==> config.mk <==
export PLATFORM = sky130hd
export DESIGN_NAME = psfb_gate_seq
export DESIGN_NICKNAME = d
export VERILOG_FILES = /design/src/rtl/psfb_pkg.sv /design/src/rtl/psfb_leg.sv /design/src/rtl/psfb_period_ctl.sv /design/src/rtl/psfb_gate_seq.sv
export SDC_FILE = /design/constraint.sdc
export NUM_CORES = 1
export LEC_CHECK = 0
export BUFFER_PORTS_ARGS = -buffer_cell sky130_fd_sc_hd__buf_2
export CAP_MARGIN = 20
export CORE_ASPECT_RATIO = 0.9
export CORE_MARGIN = 3
export CORE_UTILIZATION = 30
export CTS_CLUSTER_DIAMETER = 120
export DETAILED_ROUTE_END_ITERATION = 12
export HOLD_SLACK_MARGIN = 0.03
export RECOVER_POWER = 50
export SLEW_MARGIN = 20
export SYNTH_ARGS = -nofsm -noshare
export SYNTH_HDL_FRONTEND = slang
export SYNTH_SLANG_ARGS = --single-unit
export TNS_END_PERCENT = 50
==> constraint.sdc <==
create_clock -name clk -period 1.5 [get_ports clk]
set_input_delay 0.3 -clock clk [delete_from_list [all_inputs] [get_ports clk]]
set_output_delay 0.3 -clock clk [all_outputs]
set_load 0.01 [all_outputs]
==> src/rtl/psfb_pkg.sv <==
package psfb_pkg;

  localparam int unsigned NUM_LEGS = 2;
  localparam int unsigned LEG_A    = 0;
  localparam int unsigned LEG_B    = 1;

  // Per-leg command produced by the period controller.
  typedef struct packed {
    logic flip;       // switching event: swap selected gate, reload dead time
    logic hold;       // sequence halted: keep reloading dead time
    logic force_en;   // while halted, overwrite the selection
    logic force_val;  // value used by force_en
  } leg_cmd_t;

endpackage

==> src/rtl/psfb_leg.sv <==
module psfb_leg
  import psfb_pkg::*;
#(
  parameter int unsigned DT_W = 6
) (
  input  logic            clk,
  input  logic            rst_n,
  input  leg_cmd_t        cmd_i,
  input  logic [DT_W-1:0] dead_i,
  input  logic            drive_en_i,
  output logic            sel_o,
  output logic            gate_hi_o,
  output logic            gate_lo_o
);

  localparam logic [DT_W-1:0] CNT_ZERO = '0;
  localparam logic [DT_W-1:0] CNT_ONE  = {{(DT_W-1){1'b0}}, 1'b1};

  logic            sel_q, sel_d;
  logic [DT_W-1:0] cnt_q, cnt_d;
  logic            cnt_done;
  logic            upd_en;

  assign cnt_done = (cnt_q == CNT_ZERO);

  always_comb begin
    sel_d = sel_q;
    cnt_d = cnt_q;
    if (cmd_i.flip) begin
      sel_d = ~sel_q;
      cnt_d = dead_i;
    end else if (cmd_i.hold) begin
      cnt_d = dead_i;
      if (cmd_i.force_en) begin
        sel_d = cmd_i.force_val;
      end
    end else if (!cnt_done) begin
      cnt_d = cnt_q - CNT_ONE;
    end
  end

  assign upd_en = cmd_i.flip | cmd_i.hold | ~cnt_done;

  always_ff @(posedge clk or negedge rst_n) begin
    if (!rst_n) begin
      sel_q <= 1'b0;
      cnt_q <= CNT_ZERO;
    end else if (upd_en) begin
      sel_q <= sel_d;
      cnt_q <= cnt_d;
    end
  end

  assign sel_o     = sel_q;
  assign gate_hi_o = drive_en_i &  sel_q & cnt_done;
  assign gate_lo_o = drive_en_i & ~sel_q & cnt_done;

endmodule

==> src/rtl/psfb_period_ctl.sv <==
module psfb_period_ctl
  import psfb_pkg::*;
(
  input  logic     clk,
  input  logic     rst_n,
  input  logic     osc_stb_i,
  input  logic     trip_stb_i,
  input  logic     ilim_stb_i,
  input  logic     inhibit_i,
  input  logic     a_sel_i,
  output leg_cmd_t a_cmd_o,
  output leg_cmd_t b_cmd_o,
  output logic     drive_en_o,
  output logic     active_o
);

  logic run_q, run_d;
  logic act_q, act_d;
  logic end_req;
  logic a_flip, b_flip, halted;
  logic st_en;

  assign end_req = trip_stb_i | ilim_stb_i;
  assign halted  = inhibit_i | ~run_q;
  assign a_flip  = osc_stb_i & ~inhibit_i;
  // leg B flips on a terminate, or at the period boundary if none came
  assign b_flip  = act_q & (end_req | osc_stb_i) & ~inhibit_i;

  always_comb begin
    a_cmd_o = '{flip: a_flip, hold: halted, force_en: 1'b0, force_val: 1'b0};
    b_cmd_o = '{flip: b_flip, hold: halted, force_en: 1'b1, force_val: a_sel_i};
  end

  always_comb begin
    run_d = run_q;
    act_d = act_q;
    if (inhibit_i) begin
      run_d = 1'b0;
      act_d = 1'b0;
    end else if (osc_stb_i) begin
      run_d = 1'b1;
      act_d = 1'b1;
    end else if (act_q && end_req) begin
      act_d = 1'b0;
    end
  end

  assign st_en = inhibit_i | osc_stb_i | (act_q & end_req);

  always_ff @(posedge clk or negedge rst_n) begin
    if (!rst_n) begin
      run_q <= 1'b0;
      act_q <= 1'b0;
    end else if (st_en) begin
      run_q <= run_d;
      act_q <= act_d;
    end
  end

  assign drive_en_o = run_q & ~inhibit_i;
  assign active_o   = act_q;

endmodule

==> src/rtl/psfb_gate_seq.sv <==
module psfb_gate_seq
  import psfb_pkg::*;
#(
  parameter int unsigned DT_W = 6
) (
  input  logic            clk,
  input  logic            rst_n,
  input  logic            osc_stb_i,
  input  logic            trip_stb_i,
  input  logic            ilim_stb_i,
  input  logic            inhibit_i,
  input  logic [DT_W-1:0] dead_cnt_i,
  output logic            a1_o,
  output logic            a2_o,
  output logic            b1_o,
  output logic            b2_o,
  output logic            pwr_active_o
);

  leg_cmd_t leg_cmd  [NUM_LEGS];
  logic     leg_sel  [NUM_LEGS];
  logic     leg_hi   [NUM_LEGS];
  logic     leg_lo   [NUM_LEGS];
  leg_cmd_t a_cmd, b_cmd;
  logic     drive_en;

  psfb_period_ctl u_ctl (
    .clk        (clk),
    .rst_n      (rst_n),
    .osc_stb_i  (osc_stb_i),
    .trip_stb_i (trip_stb_i),
    .ilim_stb_i (ilim_stb_i),
    .inhibit_i  (inhibit_i),
    .a_sel_i    (leg_sel[LEG_A]),
    .a_cmd_o    (a_cmd),
    .b_cmd_o    (b_cmd),
    .drive_en_o (drive_en),
    .active_o   (pwr_active_o)
  );

  assign leg_cmd[LEG_A] = a_cmd;
  assign leg_cmd[LEG_B] = b_cmd;

  for (genvar gi = 0; gi < NUM_LEGS; gi++) begin : g_leg
    psfb_leg #(.DT_W(DT_W)) u_leg (
      .clk        (clk),
      .rst_n      (rst_n),
      .cmd_i      (leg_cmd[gi]),
      .dead_i     (dead_cnt_i),
      .drive_en_i (drive_en),
      .sel_o      (leg_sel[gi]),
      .gate_hi_o  (leg_hi[gi]),
      .gate_lo_o  (leg_lo[gi])
    );
  end

  // leg A: selection high drives A1; leg B: selection high drives B1
  assign a1_o = leg_hi[LEG_A];
  assign a2_o = leg_lo[LEG_A];
  assign b1_o = leg_hi[LEG_B];
  assign b2_o = leg_lo[LEG_B];

endmodule

==> impl_metrics.ini, run 1 <==
[logic_synthesis]
netlist_top_cells_area = dfrtp_1 39%, o31ai_2 6.1%, xnor2_1 6.0%
synth_nets = 120
syn_inst = 104
synth.distinct_cells = 29
syn-cell-area_um2 = 1025
yosys.area.top_type = dfrtp_1
synth_flop_cell = dfrtp_1
yosysWarnings = 0
ys_seq_area_share_pct = 39.07
synthArstFlopShare_pct = 100.0
synth_top_area_share_pct = 39.07
synth_edf_count = 0
ys_ff_latch = 16
syn_area_per_cell_um2 = 9.853
synth_common_cells = 16 x dfrtp_1, 8 x nor2_1, 8 x nor3_1
synth.most_common_cell = dfrtp_1

[die]
core-area_um2 = 3162
dieWidth_um = 67.61
ios = 17
fp.dieArea_um2 = 4154
die_y_um = 61.45
start_util_pct = 32.41
rows = 19

[global_routing]
grt_antenna_before_repair = 0
overflow = 0
grt_pass1_wl_mm = 4.333
grt_max_degree = 17
grtUsageTotal_pct = 13.94
grt_pass1_vias = 999

[sta]
min_period_over_period_pct = 116.6
hold_viol_final = 0
finClkSkew_ns = 0.001975
max_freq_ghz = 0.5715
setup_ws_ns = -0.2497
slew_headroom_pct = 41.82
worst_pin_slew_ns = 0.8727
setup_viol = 4
period_needed_ns = 1.750
finalMaxSlewViolations = 0
grt_setup_unrepaired = yes

[place]
gp_congestion = 0.9267
hpwl_mm = 2.091
io_buffers = 16
dp.cells = 183
postPlaceCellArea_um2 = 1318

[final_layout]
post-route-util_pct = 47.96
drive_above_1_share_pct = 48.99
nNetsFinal = 166
area_delta_synth_final_pct = 47.98
final_cells = 191
n_antenna_cell = 0
post-route-cell-area_um2 = 1516

[flow_run]
cap_violations = 0

[status]
failed_checks = setup timing
status = complete, but fails checks

[detailed_routing]
antenna_left = 0
wire_per_inst_um = 13.59
drc_errors = 0
firstDrtPassIters = 4
drt_iter0_markers = 18
drt_wl_total_mm = 2.596
dr_total_vias = 972
viasPerCell = 5.089

[critical_path]
worstSetupPathType = register to output pin
crit_path_start_kind = register
crit_fanout = 3
cp.arrival_ns = 1.45
crit_required_ns = 1.20
end_kind = output pin

[clock_network]
h-tree-depth = 1
cts_made_buffers = 3
clk_path_buf_depth = 2
cts_root_buffer = clkbuf_8
cts.clk_slew.worst_paths_ns = 0.06
clock_latency_ns = 0.25
cts.sinks = 16
cts_tree = built

[pwr]
powerDensity_nw_per_um2 = 855.3
ir_drop_v = 0.0006022
p_leak_nw = 0.6386
report.power.total_mw = 1.297

[min_path]
holdCritPathClass = primary input to register
logic make-up after synthesis:
logic type | share of synthesized area, %
AND/OR/NAND/NOR | 24.17
adder cells (fa/ha/maj) | 4.884
flip-flops | 39.07
buffers and inverters | 2.564
XOR/XNOR | 5.983
AO/OA/AOI/OAI | 23.32
layer usage:
metal  share of wire [%]  vias up  track usage [%]
met1                  45      466            17.34
met3                 5.6        0            4.745
met2                  50       23            23.86
li1                    -      483                -
met5                   0        -                0
met4                   0        0            2.312
critical path, cell delays in order (launching register included):
cell     delay [ns]
dfrtp_1        0.38
or3_4          0.43
nor2_4         0.11
and3_4         0.19
buf_6          0.09
through the flow:
stage	setup slack (ns)	hold slack, ns	TNS [ns]
2_1_floorplan	-0.03343	0.004409	-0.05204
3_3_place_gp	0.02782	0.2332	0
3_5_place_dp	-0.03148	0.2364	-0.04825
4_1_cts	-0.2413	0.2730	-0.8185
5_1_grt	-0.2968	0.2843	-1.038
6_report	-0.2497	0.2724	-0.8492
report_power, final:
part | internal (mW) | total (mW) | switching (mW)
registers | 0.488 | 0.561 | 0.0732
logic | 0.184 | 0.355 | 0.171
clock network | 0.233 | 0.380 | 0.147
layout by cell type (no fill, tap or decap), types with 5 or more instances in the layout:
cell type	count
buf_2	14
buf_4	25
dfrtp_1	16
nand2_1	6
nor2_1	7
nor3_1	6
o21ai_0	5
o31ai_1	6
o31ai_2	6
xnor2_1	7
final timing paths:
| check | to | depth (start not counted) | start | slack [ns] |
|---|---|---|---|---|
| worst max-delay path | b1_o | 4 | g_leg[1].u_leg.cnt_q[2] | -0.25 |
| worst min-delay path | g_leg[0].u_leg.cnt_q[3] | 3 | dead_cnt_i[3] | 0.27 |
| worst max register to register | g_leg[1].u_leg.cnt_q[5] | 4 | g_leg[1].u_leg.cnt_q[2] | 0.08 |
| worst min register to register | g_leg[0].u_leg.sel_o | 1 | g_leg[0].u_leg.sel_o | 0.60 |
| max in group asynchronous | g_leg[0].u_leg.cnt_q[5] | 2 | rst_n | 0.29 |
| min in group asynchronous | g_leg[0].u_leg.sel_o | 2 | rst_n | 0.68 |
timing repair:
item,CTS,global route
gates cloned,0,0
gates resized for setup,15,8
endpoints found under the setup margin,4,10
hold endpoints to repair,16,0
hold buffers,1,0
pin swaps,9,3
setup buffers,1,2
sequential cells by signal, summed over array words and instances, names as in the netlist:
| name | count |
|---|---|
| g_leg.u_leg.cnt_q | 12 |
| g_leg.u_leg.sel_o | 2 |
| u_ctl.active_o | 1 |
| u_ctl.run_q | 1 |
cell type report:
type | count | area, um2
well taps | 42 | 52.55
clock buffers | 4 | 55.05
fillers | 298 | 1645
flip-flops and latches | 16 | 400.4
repair buffers | 42 | 282.8
inverters | 4 | 15.01
multi-input cells | 83 | 710.7
Power figures use the tool's default switching activity.
==> inputs of run 2 (changes only) <==
- CORE_MARGIN: 3 -> not set
==> impl_metrics.ini, run 2 (same netlist as run 1, synthesis figures left out) <==
[final_layout]
layout_commonest_cell = buf_4
final_cell_mix = 24 x buf_4, 16 x dfrtp_1, 15 x buf_2, 7 x xnor2_1, 7 x nor2_1
area_delta_synth_final_pct = 43.83
largest_register_ffs = 12
nNetsFinal = 165
drive_above_1_share_pct = 45.27
n_antenna_cell = 0
top_register = g_leg.u_leg.cnt_q
post-route-util_pct = 46.62

[critical_path]
critPathTopFamily = simple AND/OR/NAND/NOR gates
worstSetupPathType = register to output pin
crit_required_ns = 1.20
critPathBufInv = 1
crit_fanout = 3
path_cells = or3_4 > nor2_4 > and3_1 > buf_2
end_kind = output pin
cp.arrival_ns = 1.41
crit_path_start_kind = register
r2r_slack_ns = 0.09
max_stage_delay_ns = 0.43
critical_path.slowest_cell = or3_4

[detailed_routing]
wire_per_inst_um = 12.59
antenna_left = 0
drc_errors = 0
firstDrtPassIters = 4
drt_wl_total_mm = 2.392
dr_total_vias = 945
drt_iter0_markers = 29
viasPerCell = 4.974

[global_routing]
overflow = 0
grt_pass1_vias = 947
grt_max_degree = 17
grt_pass1_wl_mm = 4.271
grt_antenna_before_repair = 0
grtUsageTotal_pct = 14.83

[min_path]
holdCritPathClass = primary input to register

[pwr]
ir_drop_v = 0.0004594
report.power.total_mw = 1.269
powerDensity_nw_per_um2 = 860.7
p_leak_nw = 0.6244

[sta]
setup_viol = 4
period_needed_ns = 1.714
tns_ns = -0.7241
grt_setup_unrepaired = yes
hold_viol_final = 0
hold_slack_ns = 0.2837
finClkSkew_ns = 0.007950
worst_pin_slew_ns = 0.8760
finalMaxSlewViolations = 0
setup_ws_ns = -0.2141
slew_headroom_pct = 41.60
max_freq_ghz = 0.5834
min_period_over_period_pct = 114.3

[die]
fp.dieArea_um2 = 3654
ios = 17
core-area_um2 = 3162
die_y_um = 57.45
start_util_pct = 32.41
rows = 19
dieWidth_um = 63.61

[clock_network]
cts_made_buffers = 3
cts_root_buffer = clkbuf_8
cts_tree = built
clock_latency_ns = 0.25
h-tree-depth = 1
cts.sinks = 16
clk_path_buf_depth = 2
cts.clk_slew.worst_paths_ns = 0.07

[place]
hpwl_mm = 1.877
gp_congestion = 0.8627
io_buffers = 16

[status]
failed_checks = setup timing
status = complete, but fails checks

[flow_run]
cap_violations = 0
-- run 2: cell types whose count changed in the layout (fill, tap and decap cells not counted), sizes merged --
| cell | change |
|---|---|
| buf | -1 |
-- run 2: power breakdown --
group	leakage [nW]	internal (mW)	switching, mW
logic	0.406	0.177	0.162
clock network	0.0288	0.233	0.144
registers	0.189	0.488	0.0650
total	0.624	0.898	0.371
-- run 2: final timing paths --
path / from / end / cells past startpoint
setup / recovery: g_leg[0].u_leg.cnt_q[2] / a1_o / 4
hold / removal: dead_cnt_i[4] / g_leg[0].u_leg.cnt_q[4] / 3
setup reg to reg: g_leg[1].u_leg.cnt_q[3] / g_leg[1].u_leg.cnt_q[5] / 4
hold reg to reg: g_leg[1].u_leg.sel_o / g_leg[1].u_leg.sel_o / 1
max in group asynchronous: rst_n / u_ctl.run_q / 2
min in group asynchronous: rst_n / g_leg[1].u_leg.cnt_q[1] / 2
-- run 2: per-stage QoR --
step | worst slack (ns) | instance area, um2 | instances
floorplan | -0.03343 | 1031 | 104
global placement | 0.02480 | 1303 | 181
detailed placement | -0.03146 | 1303 | 181
CTS | -0.2181 | 1445 | 190
global route | -0.2702 | 1474 | 190
finish | -0.2141 | 1474 | 190
-- run 2: cell type report --
cell class | count | area [um2]
Tap cell | 42 | 52.55
Sequential cell | 16 | 400.4
Timing Repair Buffer | 41 | 269.0
Multi-Input combinational cell | 83 | 681.9
Clock buffer | 4 | 55.05
Fill cell | 301 | 1688
Inverter | 4 | 15.01
-- run 2: repair_timing --
action                     4_1_cts  5_1_grt
hold buffers                     1        0
buffers inserted                 4        0
resized for setup               10        7
pin swaps                        8        2
setup endpoints to repair        4        7
hold endpoints to repair        16        0
-- run 2: tightest hold or removal path: cells and delay by family --
kind | cells | cell delay (ns)
and+or+nand+nor | 1 | 0.06
buffers and inverters | 1 | 0.09
AOI/OAI and AO/OA | 1 | 0.05
-- run 2: layer usage --
layer | wire [um] | GRT usage [%]
met5 | 0 | 0
met3 | 102 | 2.400
met1 | 1156 | 21.41
met4 | 22 | 4.221
met2 | 1111 | 22.80
==> inputs of run 3 (changes only) <==
- clock period: 1.5 -> 2.2 ns (I/O delays scaled with it)
==> impl_metrics.ini, run 3 (same netlist as run 1, synthesis figures left out) <==
[clock_network]
clk_path_buf_depth = 2
clock_latency_ns = 0.24
cts_tree = built
h-tree-depth = 1
cts_root_buffer = clkbuf_8
cts_setup_buffers = 0
cts_made_buffers = 3
cts.sinks = 16
cts.clk_slew.worst_paths_ns = 0.06

[status]
status = finished, final reports clean

[final_layout]
area_delta_synth_final_pct = 17.34
drive_above_1_share_pct = 26.23
n_antenna_cell = 0
largest_register_ffs = 12
top_register = g_leg.u_leg.cnt_q
final_cell_mix = 16 x dfrtp_1, 15 x buf_2, 8 x nor3_1
nNetsFinal = 140
layout_commonest_cell = dfrtp_1

[die]
start_util_pct = 32.41
rows = 19
core-area_um2 = 3162
dieWidth_um = 63.61
ios = 17
fp.dieArea_um2 = 3654
die_y_um = 57.45

[sta]
finClkSkew_ns = 0.0007369
grt_setup_unrepaired = yes
finalMaxSlewViolations = 0
setup_viol = 0
period_needed_ns = 2.108
min_period_over_period_pct = 95.81
slew_headroom_pct = 42.22
tns_ns = 0
hold_viol_final = 0
max_freq_ghz = 0.4744
worst_pin_slew_ns = 0.8667

[pwr]
p_leak_nw = 0.4850
p_sw_mw = 0.2264
combPwrFrac_pct = 21.0
p_clk_share_pct = 28.1
ir_drop_v = 0.0004258
p_sw_share_pct = 29.99
report.power.total_mw = 0.7550
p_int_mw = 0.5286
seq_power_share_pct = 50.9
powerDensity_nw_per_um2 = 627.9

[critical_path]
crit_fanout = 4
end_kind = output pin
worstSetupPathType = register to output pin
cp.arrival_ns = 1.67
crit_path_start_kind = register
crit_required_ns = 1.76

[detailed_routing]
drt_wl_total_mm = 2.355
dr_total_vias = 865
antenna_left = 0
wire_per_inst_um = 14.36
viasPerCell = 5.274
drc_errors = 0
drt_iter0_markers = 14
firstDrtPassIters = 4

[global_routing]
use_met1_pct = 19.78
gr-usage-met2_pct = 22.19
grt_antenna_before_repair = 0
grtUsageTotal_pct = 14.56
grt_max_degree = 17
grt-busiest-layer = met2
grt_pass1_vias = 865
grt_use_met3_pct = 4.400
overflow = 0
grt_pass1_wl_mm = 4.098

[place]
gp_congestion = 0.9544
hpwl_mm = 1.821
io_buffers = 16

[min_path]
holdCritPathClass = primary input to async pin

[flow_run]
cap_violations = 0
-- run 3: cell count changes in the layout (fill, tap and decap cells not counted), moves of 2 or more --
cell,change
ha_4,-2
inv_2,-3
inv_1,+3
nor3_2,-2
buf_4,-24
nor3_1,+2
ha_1,+2
-- run 3: critical path, stage by stage (launching register included) --
cell	delay [ns]
dfrtp_1	0.42
inv_1	0.14
ha_1	0.21
nand2b_1	0.14
nor2_2	0.19
and3_1	0.20
buf_2	0.13
-- run 3: cell type report --
| class | count | area, um2 |
|---|---|---|
| sequential | 16 | 400.4 |
| tap | 42 | 52.55 |
| timing repair buffer | 16 | 78.83 |
| fill | 318 | 1959 |
| multi-input combinational | 83 | 614.3 |
| clock buffer | 3 | 41.29 |
| inverter | 4 | 15.01 |
-- run 3: path summary, 6_finish.rpt --
path / start / endpoint / slack [ns] / cells past startpoint
max reg2reg: g_leg[0].u_leg.cnt_q[2] / g_leg[0].u_leg.cnt_q[5] / 0.77 / 3
max in group asynchronous: rst_n / g_leg[0].u_leg.sel_o / 1.39 / 1
min in group clk: dead_cnt_i[3] / g_leg[0].u_leg.cnt_q[3] / 0.43 / 3
min reg2reg: g_leg[1].u_leg.sel_o / g_leg[1].u_leg.sel_o / 0.54 / 1
max: g_leg[1].u_leg.cnt_q[0] / b1_o / 0.09 / 6
min: rst_n / g_leg[1].u_leg.cnt_q[4] / 0.28 / 1
-- run 3: per-stage QoR --
step / util (%) / setup slack [ns] / hold WS (ns) / std cells / area (um2)
final: 38.03 / 0.09218 / 0.2823 / 164 / 1202
after global routing: 38.03 / -0.005694 / 0.3546 / 164 / 1202
after CTS: 37.55 / 0.04027 / 0.1108 / 164 / 1187
after detailed placement: 36.25 / 0.3107 / 0.3755 / 161 / 1146
after global placement: 36.25 / 0.3602 / 0.3770 / 161 / 1146
after floorplan: - / 0.4762 / 0.1444 / 104 / 1025
-- run 3: power groups by stage --
stage          clock network, mW  logic, mW  registers (mW)
4_1_cts                    0.219      0.156           0.382
6_report                   0.212      0.158           0.384
3_5_place_dp                   0      0.156           0.387
5_1_grt                    0.240      0.180           0.393
2_1_floorplan                  0      0.113           0.373
3_3_place_gp                   0      0.149           0.386
-- run 3: metal layers --
layer  vias up  part of all wire [%]  routed length (um)
met5         -                     0                   0
met4         0                  0.30                   7
met3         2                   4.2                  99
met2        23                    48                1124
met1       418                    48                1123
li1        422                     -                   -
-- run 3: what timing repair did --
action | 4_1_cts | 5_1_grt
hold endpoints to repair | 0 | 0
endpoints found under the setup margin | 0 | 3
hold buffers | 0 | 0
resized for setup | 0 | 3
